<file path="src/rtl/ws_pkg.sv">
package ws_pkg;

    typedef enum logic [0:0] {
        ST_IDLE = 1'b0,
        ST_SEND = 1'b1
    } ws_state_e;

endpackage

</file>
<file path="src/rtl/ws_ctrl.sv">
module ws_ctrl
    import ws_pkg::*;
(
    input  logic clk_i,
    input  logic rst_i,
    input  logic word_valid_i,
    input  logic byte_ready_i,
    input  logic last_beat_i,
    output logic word_ready_o,
    output logic byte_valid_o,
    output logic load_o,
    output logic step_o
);

    ws_state_e state_q;
    ws_state_e state_d;

    // state register
    always_ff @(posedge clk_i) begin
        if (rst_i) begin
            state_q <= ST_IDLE;
        end else begin
            state_q <= state_d;
        end
    end

    // transitions: accept and drain
    always_comb begin
        state_d = state_q;
        unique case (state_q)
            ST_IDLE: if (word_valid_i) state_d = ST_SEND;
            ST_SEND: if (byte_ready_i && last_beat_i) state_d = ST_IDLE;
        endcase
    end

    // outputs decoded from the state
    always_comb begin
        word_ready_o = 1'b0;
        byte_valid_o = 1'b0;
        unique case (state_q)
            ST_IDLE: word_ready_o = 1'b1;
            ST_SEND: byte_valid_o = 1'b1;
        endcase
        load_o = word_ready_o & word_valid_i;
        step_o = byte_valid_o & byte_ready_i;
    end


    ready_valid_excl_chk: assert property (@(posedge clk_i) disable iff (rst_i)
        !(word_ready_o && byte_valid_o));


    accept_then_valid_chk: assert property (@(posedge clk_i) disable iff (rst_i)
        load_o |=> byte_valid_o);


    drain_then_ready_chk: assert property (@(posedge clk_i) disable iff (rst_i)
        (step_o && last_beat_i) |=> (word_ready_o && !byte_valid_o));

endmodule

</file>
<file path="src/rtl/ws_count.sv">
module ws_count #(
    parameter int NBYTES = 4
) (
    input  logic clk_i,
    input  logic rst_i,
    input  logic clear_i,
    input  logic step_i,
    output logic last_o
);

    localparam int CNT_W = $clog2(NBYTES + 1);
    localparam logic [CNT_W-1:0] IDX_DONE = CNT_W'(NBYTES);
    localparam logic [CNT_W-1:0] IDX_LAST = CNT_W'(NBYTES - 1);

    logic [CNT_W-1:0] idx_q;

    // the index rests at NBYTES while idle
    always_ff @(posedge clk_i) begin
        if (rst_i) begin
            idx_q <= IDX_DONE;
        end else if (clear_i) begin
            idx_q <= '0;
        end else if (step_i && idx_q != IDX_DONE) begin
            idx_q <= idx_q + CNT_W'(1);
        end
    end

    assign last_o = (idx_q == IDX_LAST);


    idx_range_chk: assert property (@(posedge clk_i) disable iff (rst_i)
        idx_q <= IDX_DONE);


    idx_done_chk: assert property (@(posedge clk_i) disable iff (rst_i)
        (step_i && last_o) |=> (idx_q == IDX_DONE));

endmodule

</file>
<file path="src/rtl/ws_shreg.sv">
module ws_shreg #(
    parameter int WORD_W = 32,
    parameter int BYTE_W = 8
) (
    input  logic              clk_i,
    input  logic              rst_i,
    input  logic              load_i,
    input  logic              shift_i,
    input  logic [WORD_W-1:0] word_i,
    output logic [BYTE_W-1:0] top_o
);

    localparam int KEEP_W = WORD_W - BYTE_W;

    logic [WORD_W-1:0] store_q;

    always_ff @(posedge clk_i) begin
        if (rst_i) begin
            store_q <= '0;
        end else if (load_i) begin
            store_q <= word_i;
        end else if (shift_i) begin
            store_q <= {store_q[KEEP_W-1:0], {BYTE_W{1'b0}}};
        end
    end

    assign top_o = store_q[WORD_W-1 -: BYTE_W];

endmodule

</file>
<file path="src/rtl/word_byte_serializer.sv">
module word_byte_serializer #(
    parameter int WORD_W = 32,
    parameter int BYTE_W = 8
) (
    input  logic              clk_i,
    input  logic              rst_i,
    input  logic              word_valid_i,
    input  logic [WORD_W-1:0] word_data_i,
    output logic              word_ready_o,
    output logic              byte_valid_o,
    output logic [BYTE_W-1:0] byte_data_o,
    input  logic              byte_ready_i
);

    localparam int NBYTES = WORD_W / BYTE_W;

    logic load_w;
    logic step_w;
    logic last_w;

    ws_ctrl u_ctrl (
        .clk_i        (clk_i),
        .rst_i        (rst_i),
        .word_valid_i (word_valid_i),
        .byte_ready_i (byte_ready_i),
        .last_beat_i  (last_w),
        .word_ready_o (word_ready_o),
        .byte_valid_o (byte_valid_o),
        .load_o       (load_w),
        .step_o       (step_w)
    );

    ws_count #(.NBYTES(NBYTES)) u_count (
        .clk_i   (clk_i),
        .rst_i   (rst_i),
        .clear_i (load_w),
        .step_i  (step_w),
        .last_o  (last_w)
    );

    ws_shreg #(.WORD_W(WORD_W), .BYTE_W(BYTE_W)) u_shreg (
        .clk_i   (clk_i),
        .rst_i   (rst_i),
        .load_i  (load_w),
        .shift_i (step_w),
        .word_i  (word_data_i),
        .top_o   (byte_data_o)
    );


    stall_hold_chk: assert property (@(posedge clk_i) disable iff (rst_i)
        (byte_valid_o && !byte_ready_i) |=> (byte_valid_o && $stable(byte_data_o)));


    busy_ignore_chk: assert property (@(posedge clk_i) disable iff (rst_i)
        (byte_valid_o && !(byte_ready_i && last_w)) |=> !word_ready_o);

endmodule

</file>
<file path="config.mk">
export PLATFORM = sky130hd
export DESIGN_NAME = word_byte_serializer
export DESIGN_NICKNAME = d
export VERILOG_FILES = /design/src/rtl/ws_pkg.sv /design/src/rtl/ws_ctrl.sv /design/src/rtl/ws_count.sv /design/src/rtl/ws_shreg.sv /design/src/rtl/word_byte_serializer.sv
export SDC_FILE = /design/constraint.sdc
export NUM_CORES = 1
export LEC_CHECK = 0
export ABC_AREA = 1
export BUFFER_PORTS_ARGS = -buffer_cell sky130_fd_sc_hd__buf_2
export CAP_MARGIN = 20
export CORE_UTILIZATION = 30
export DETAILED_ROUTE_END_ITERATION = 10
export PLACE_DENSITY_LB_ADDON = 0.2
export SLEW_MARGIN = 20
export SYNTH_ARGS = -nofsm -noshare
export SYNTH_HDL_FRONTEND = slang
export SYNTH_SLANG_ARGS = --single-unit
</file>
<file path="constraint.sdc">
create_clock -name clk_i -period 1.2 [get_ports clk_i]
set_clock_uncertainty 0.2 [all_clocks]
set_input_delay 0.12 -clock clk_i [delete_from_list [all_inputs] [get_ports clk_i]]
set_output_delay 0.12 -clock clk_i [all_outputs]
set_load 0.01 [all_outputs]
</file>
Word level (Yosys, flattened, before mapping)
Cells that the tools add are included.

Multipliers: 0. Magnitude comparators: 0. Multiplexer cells: 9. Shift-type cells: 0. Reduce and logical (&&, ||, !) cells: 5. Equality and inequality tests: 2. Bitwise logic cells: 3. Divide/modulo/power cells: 0. $add $sub $neg: 1.

Operator list (count): $mux W32 (2); $mux W3 (2); $mux W1 (4); $reduce_bool A2 Y1 (2); $add A3 B1 Y3 const B (1); $eq A3 B2 Y1 const B (1); $ne A3 B3 Y1 const B (1); $and A1 B1 Y1 (2); $logic_and A1 B1 Y1 (2); $pmux W1 S2 (1); $reduce_or A2 Y1 (1); $not A1 Y1 (1).

Bits in read-only memories: 0. Input bits: 36. Output and inout bits: 10. Word-level logic and storage cells: 24. Memory bits (writable): 0. Register bits: 36. Latch bits: 0. Memories: 0.

Logic depth before layout (Yosys ltp)
Gate-level depths: netlist of run 1.

Depth after elaboration: 5. Depth in mapped cells: 7.

Cells and area by module
A second synthesis of run 1 with hierarchy kept.

Cell total of the unflattened synthesis: 266. Area, all modules: 1794.2 sq um.

Modules (own cells, without submodules): ws_shreg (area each 1551.5 sq um, cells each 229, seq. area each 640.6 sq um, times used 1); ws_count (area each 181.4 sq um, cells each 26, seq. area each 60.1 sq um, times used 1); ws_ctrl (area each 61.3 sq um, cells each 11, seq. area each 20.0 sq um, times used 1).

Worst setup path before layout of run 1
OpenSTA, ideal clock, no wires.

Path type: register to register. Start: register u_ctrl.state_q. End: register u_shreg.store_q[21]. Arrival time: 1059 ps. Setup slack: -176 ps. Stages on the path, launching flop included: 8. Setup time: 117 ps. Buffers on the path: 2. Period minus slack after synthesis: 1376 ps. Path through: dfxtp_1 -> inv_2 -> nand2_1 -> buf_4 -> buf_6 -> nand3_1 -> nand2_1 -> a21oi_2.

Cells in the longest elaborated chain, start to end: 3. Elaborated cells between the ends (all ways): 6.

RTL lines: start, declared (RTL line ws_ctrl.sv:15) `ws_state_e state_q;`; start signal, assigned (RTL line ws_ctrl.sv:23) `state_q <= state_d;`; $mux W1 * (RTL line ws_ctrl.sv:40) `unique case (state_q)`; named net word_ready_o (RTL line word_byte_serializer.sv:9) `output logic word_ready_o,`; $and A1 B1 Y1 * (RTL line ws_ctrl.sv:44) `load_o = word_ready_o & word_valid_i;`; $mux W32 / $reduce_bool A2 Y1 (equally long branches); end signal, assigned (RTL line ws_shreg.sv:21) `store_q <= word_i;`; end signal, assigned (RTL line ws_shreg.sv:23) `store_q <= {store_q[KEEP_W-1:0], {BYTE_W{1'b0}}};`; end, declared (RTL line ws_shreg.sv:15) `logic [WORD_W-1:0] store_q;`.

Mark *: on every way through the listed nets, which the timed path passes. The rest lies on a longest branch. A chain may end at the register's enable or synchronous reset.

Worst setup path in the final report of run 1
Start: register u_ctrl.state_q. End: output port word_ready_o.

Cells in the longest elaborated chain, start to end: 1.

RTL lines (RTL line): $mux W1 (ws_ctrl.sv:40); end, declared (word_byte_serializer.sv:9).

Every way passes these cells.

==> results of run 1 <==
sequential cells by signal (all words and copies together) (netlist names):
register / count
u_ctrl.state_q: 1
u_count.idx_q: 3
u_shreg.store_q: 32
report_power, final:
| group | switching [mW] | internal (mW) |
|---|---|---|
| clock network | 0.433 | 0.533 |
| logic | 0.418 | 0.404 |
| registers | 0.0416 | 1.29 |
cells in the final DEF (no fill, tap or decap), types with 7 or more instances in the layout:
master and instances:
a21oi_4 7, dfxtp_1 32, a21oi_2 11, inv_1 65, nor2_1 10, nand3_1 25, buf_2 44, dlygate4sd3_1 32
nand2_1 82, o21ai_1 15, a21oi_1 7
through the flow:
| stage | std cells | util (%) | power [mW] |
|---|---|---|---|
| 2_1_floorplan | 307 | - | 1.814 |
| 3_3_place_gp | 418 | 36.81 | 1.981 |
| 3_5_place_dp | 418 | 36.81 | 1.985 |
| 4_1_cts | 459 | 45.51 | 3.092 |
| 5_1_grt | 462 | 47.47 | 3.314 |
| 6_report | 462 | 47.47 | 3.116 |
worst min-delay path, stage by stage:
cell and delay (ns):
buf_2 0.10, inv_1 0.10, o21ai_0 0.09, a21oi_1 0.05
cells by family (layout without fill, tap and decap cells):
kind of cell    after synthesis  count (layout)  share of synthesized area [%]
simple gates                128             128                          26.95
buf+inv                      97             175                          22.39
compound gates               43              43                          12.76
flops                        36              36                          36.02
fa+ha+maj                     3               3                          1.876
routing by layer:
metal,GRT usage (%),part of all wire (%),up-vias
met3,3.363,3.8,6
met5,0,0,-
li1,-,-,1055
met1,17.09,50,842
met2,23.43,45,39
met4,4.622,1.1,0
final cells by class:
cell class	instances	area, sq um	share of cell area [%]
clock inverter	1	5.005	0.1651
tap	77	96.34	3.178
multi-input combinational	174	1007	33.22
sequential	36	733.2	24.18
inverter	74	287.8	9.492
clock buffer	7	97.59	3.219
timing repair buffer	93	804.5	26.54
timing repair:
item,4_1_cts,5_1_grt
endpoints found under the setup margin,36,36
setup buffers,1,0
endpoints found under the hold margin,33,0
pin swaps,8,3
hold buffers,32,0
cloned,0,3
resized for setup,36,19
worst max path at each step:
stage              startpoint             endpoint  cells past startpoint
6_report       u_ctrl.state_q         word_ready_o                      3
5_1_grt        u_ctrl.state_q   u_shreg.store_q[3]                      6
4_1_cts        u_ctrl.state_q         word_ready_o                      3
3_5_place_dp   u_ctrl.state_q  u_shreg.store_q[28]                      6
3_3_place_gp   u_ctrl.state_q  u_shreg.store_q[28]                      6
2_1_floorplan  u_ctrl.state_q  u_shreg.store_q[29]                      7
==> metrics.txt, run 1 <==
status=finished with violations; violated checks=negative setup slack; first-pass GRT wire length=7928 um; CP bufs+invs=3; critical path's top delay family=flip-flops; core area=0.006386 sq mm; top cell type's share of synthesized area=a little over a third; htree depth=2; Clock Sink Count=36; Pins Over Slew Limit=0; DP Wirelength=~2900 um; Die ar.=0.007000 sq mm; Rows=29; root buf cell=clkbuf_8; fmax=770.8 MHz; crit path max fanout=5; EDFF count, synth=0; max cap viols=0; reg2reg path depth=6; Yosys Warn Count=0; vias per cell=4.203; vias=about 2k; crit path launch type=register; largest area contributor in the netlist=dfxtp_1; Setup-failing EPs final=34; num ports=46; Max VDD drop=approximately 0.54 mV; die height=83.67 um; CP Data Required Time=around 0.88 ns; flops & latches, synth=36; r2r endpoint=u_shreg.store_q[3]; CP arrival=between 0.9 and 1 ns; Inserted Diodes=0; Leak=approximately 1.6 nW; final instance area=around 0.003 sq mm; GRT Util Overall=between 10 and 15%; Worst path slowest cell=dfxtp_4; IO buf count=45; Unique masters post-synth=21; Main synth FF type=dfxtp_1; maximum root-to-sink buffer count=2; final worst slack=-0.09737 ns; hold path depth=4; setup slack, reg-to-reg=-0.07 ns; Synth area leaders=dfxtp_1 (36%), nand2_1 (16%), inv_1 (13%); share of cells above drive strength 1=between 20% and 30%; Worst setup EP type=output pin; slowest stage delay, CP=~0.41 ns; Pwr per Cell Area=approximately 1000 mW/mm^2; register area share after synthesis=approximately 36%; Final nets=approximately 420; CP dominant cell by count=buf_6; GRT overflow=0; Post-Syn Nets=~350; fillers=654; dpl cell area=0.002351 sq mm; Synth Instances=just over 300; final hold violation count=0; Initial Util=31.33%; Worst-Skew Late Latency=0.28 ns; Die W=about 84 um; commonest cells in the netlist=nand2_1 (86), inv_1 (71), dfxtp_1 (36); max_slew headroom=a little over four fifths; Post-Syn Area=0.002001 sq mm; largest net degree at the start of global routing=25; drt pass-1 iters=4; TritonCTS Buffers=5; total wire length=4722 um; final hold slack=approximately 0.013 ns; vias in the first global route=approximately 1.8k; Place WS=-0.09236 ns; Hold Startpoint=rst_i; Detailed Route Iter0 Violations=between 60 and 70; antenna violations before repair=0; Crit Path Class=reg -> out; Syn-to-layout area delta=51.53%; # DRC=0; Async SR Flop Fraction=0%; Avg WL per Cell=~10 um; most common cell in the synthesized netlist=nand2_1; clock slew at the register clock pins of the worst setup and hold paths=around 0.070 ns; syn_area_per_cell=about 6.5 sq um; Hold Path End=u_ctrl.state_q; CTS tree=yes; hold crit path type=in -> reg; RSZ-0062 raised after global routing=yes; Setup TNS Final=-1.550 ns; CP cell instances=inv_4 > buf_6 > buf_6; Routed Antenna Nets=0; Worst-Margin Slew=approximately 0.23 ns; worst r2r src=u_ctrl.state_q; post-route clock period utilization=108.1%; RePlAce Congestion=0.7703; minimum clock period after layout=1.297 ns
Note: power is estimated with default switching activity, not from simulation.
==> inputs of run 2 (changes only) <==
CTS_BUF_LIST = sky130_fd_sc_hd__clkbuf_4 sky130_fd_sc_hd__clkbuf_8   (was default)
GPL_ROUTABILITY_DRIVEN = 0   (was default)
MAX_ROUTING_LAYER = met4   (was default)
==> metrics.txt, run 2 (synthesis gave the netlist of run 1 again) <==
status=finished with violations; violated checks=negative setup slack; Die ar.=approximately 0.007 sq mm; fin cells=~460; vias=approximately 2k; Worst-Skew Late Latency=around 0.28 ns; Worst setup EP type=output pin; antenna violations before repair=0; Leak=1.556 nW; fmax=771.0 MHz; # DRC=0; CP arrival=just under 1 ns; commonest non-fill, non-tap cell in the layout=nand2_1; GRT overflow=0; max cap viols=0; Pins Over Slew Limit=0; htree depth=2; crit path max fanout=5; DP Wirelength=2929 um; Die W=83.67 um; placed cell count=around 420; total wire length=between 4000 and 5000 um; r2r endpoint=u_shreg.store_q[3]; met3 routed WL=between 150 and 200 um; slowest stage delay, CP=between 0.4 and 0.5 ns; Syn-to-layout area delta=52.03%; Initial Util=a little under a third; Detailed Route Iter0 Violations=64; GRT Util Overall=14.23%; root buf cell=clkbuf_8; num ports=46; die height=between 80 and 90 um; wire length on met2=around 2200 um; final core utilization=47.63%; max_slew headroom=83.52%; Critical Path End=word_ready_o; top sig layer=met4; clock slew at the register clock pins of the worst setup and hold paths=around 0.070 ns; hold crit path type=in -> reg; TritonCTS Buffers=5; Avg WL per Cell=10.24 um; CP dominant cell by count=buf_6; Crit Path Class=reg -> out; final worst slack=-0.09701 ns; IO buf count=45; fillers=around 650; largest net degree at the start of global routing=25; vias in the first global route=around 1.9k; Crit. Startpoint=u_ctrl.state_q; vias per cell=~4.2; Final nets=between 400 and 500; Worst-Margin Slew=around 0.25 ns; Setup-failing EPs final=34; first-pass GRT wire length=about 7900 um; CP Data Required Time=about 0.88 ns; reg2reg path depth=6; Inserted Diodes=0; CTS tree=yes; crit path launch type=register; total power=roughly 3.2 mW; setup slack, reg-to-reg=-0.07 ns; max FFs per register=32; Setup TNS Final=-1.489 ns; Max VDD drop=roughly 0.54 mV; Worst path slowest cell=dfxtp_4; Regs by FF count=u_shreg.store_q x32, u_count.idx_q x3, u_ctrl.state_q x1; Most flops, register=u_shreg.store_q; post-route clock period utilization=108.1%; share of cells above drive strength 1=slightly below 30%; Routed Antenna Nets=0; minimum clock period after layout=about 1.3 ns; routed length on met1=around 2300 um; drt pass-1 iters=4; Pwr per Cell Area=approximately 1100 mW/mm^2; maximum root-to-sink buffer count=2; Rows=29; core area=0.006386 sq mm; CP cell instances=inv_4 > buf_6 > buf_6; Clock Sink Count=36; final hold slack=approximately 0.013 ns; worst r2r src=u_ctrl.state_q; most frequent cells in the layout=nand2_1 (82), inv_1 (65), buf_2 (44); RSZ-0062 raised after global routing=yes; final hold violation count=0
[run 2: changes by cell type in the layout (fill, tap and decap cells not counted)]
cell	previous run	this run
a21oi_2	11	10
a21oi_4	7	8
buf_6	5	6
buf_8	1	0
bufinv_16	0	1
clkbuf_1	1	0
clkbuf_16	3	2
clkbuf_4	0	1
inv_2	6	7
inv_4	2	1
[run 2: metrics by stage]
step,instance area [sq um],setup WS [ns]
after floorplan,2038,-0.03498
after global placement,2351,-0.07097
after detailed placement,2351,-0.09236
after CTS,2915,-0.09611
after global routing,3042,-0.1303
final,3042,-0.09701
[run 2: metal layers]
| layer | GRT usage, % | vias to the layer above |
|---|---|---|
| li1 | - | 1056 |
| met1 | 17.09 | 853 |
| met3 | 3.363 | 4 |
| met2 | 23.50 | 43 |
| met5 | - | - |
| met4 | 4.622 | 0 |
[run 2: power breakdown]
| part | internal [mW] | leakage (nW) | switching (mW) |
|---|---|---|---|
| clock | 0.639 | 0.0586 | 0.432 |
| sequential | 1.29 | 0.299 | 0.0417 |
| combinational | 0.404 | 1.20 | 0.419 |
[run 2: worst min path at each step]
stage	startpoint	to	slack, ns	depth (start not counted)
6_report	word_data_i[16]	u_shreg.store_q[16]	0.01	5
5_1_grt	word_data_i[21]	u_shreg.store_q[21]	0.03	5
4_1_cts	word_valid_i	u_ctrl.state_q	0.003	3
3_5_place_dp	word_data_i[6]	u_shreg.store_q[6]	0.19	3
3_3_place_gp	word_data_i[5]	u_shreg.store_q[5]	0.19	3
2_1_floorplan	word_data_i[0]	u_shreg.store_q[0]	0.10	2
[run 2: critical path, delay by kind of cell (launching register included)]
kind                   cells  cell delay (ns)
buffers and inverters      3             0.28
flip-flops                 1             0.41
[run 2: what timing repair did]
item,4_1_cts,5_1_grt
hold endpoints to repair,33,0
setup buffers,1,0
hold buffers,32,0
setup endpoints to repair,36,36
pin swaps,8,2
gates cloned,0,3
gates resized for setup,36,18
[run 2: cell type report]
class                           count  area, sq um  area share [%]
Clock buffer                        6        76.32           2.509
Clock inverter                      2        35.03           1.152
Inverter                           74        285.3           9.379
Multi-Input combinational cell    174         1015           33.36
Sequential cell                    36        733.2           24.11
Tap cell                           77        96.34           3.167
Timing Repair Buffer               93        800.8           26.33
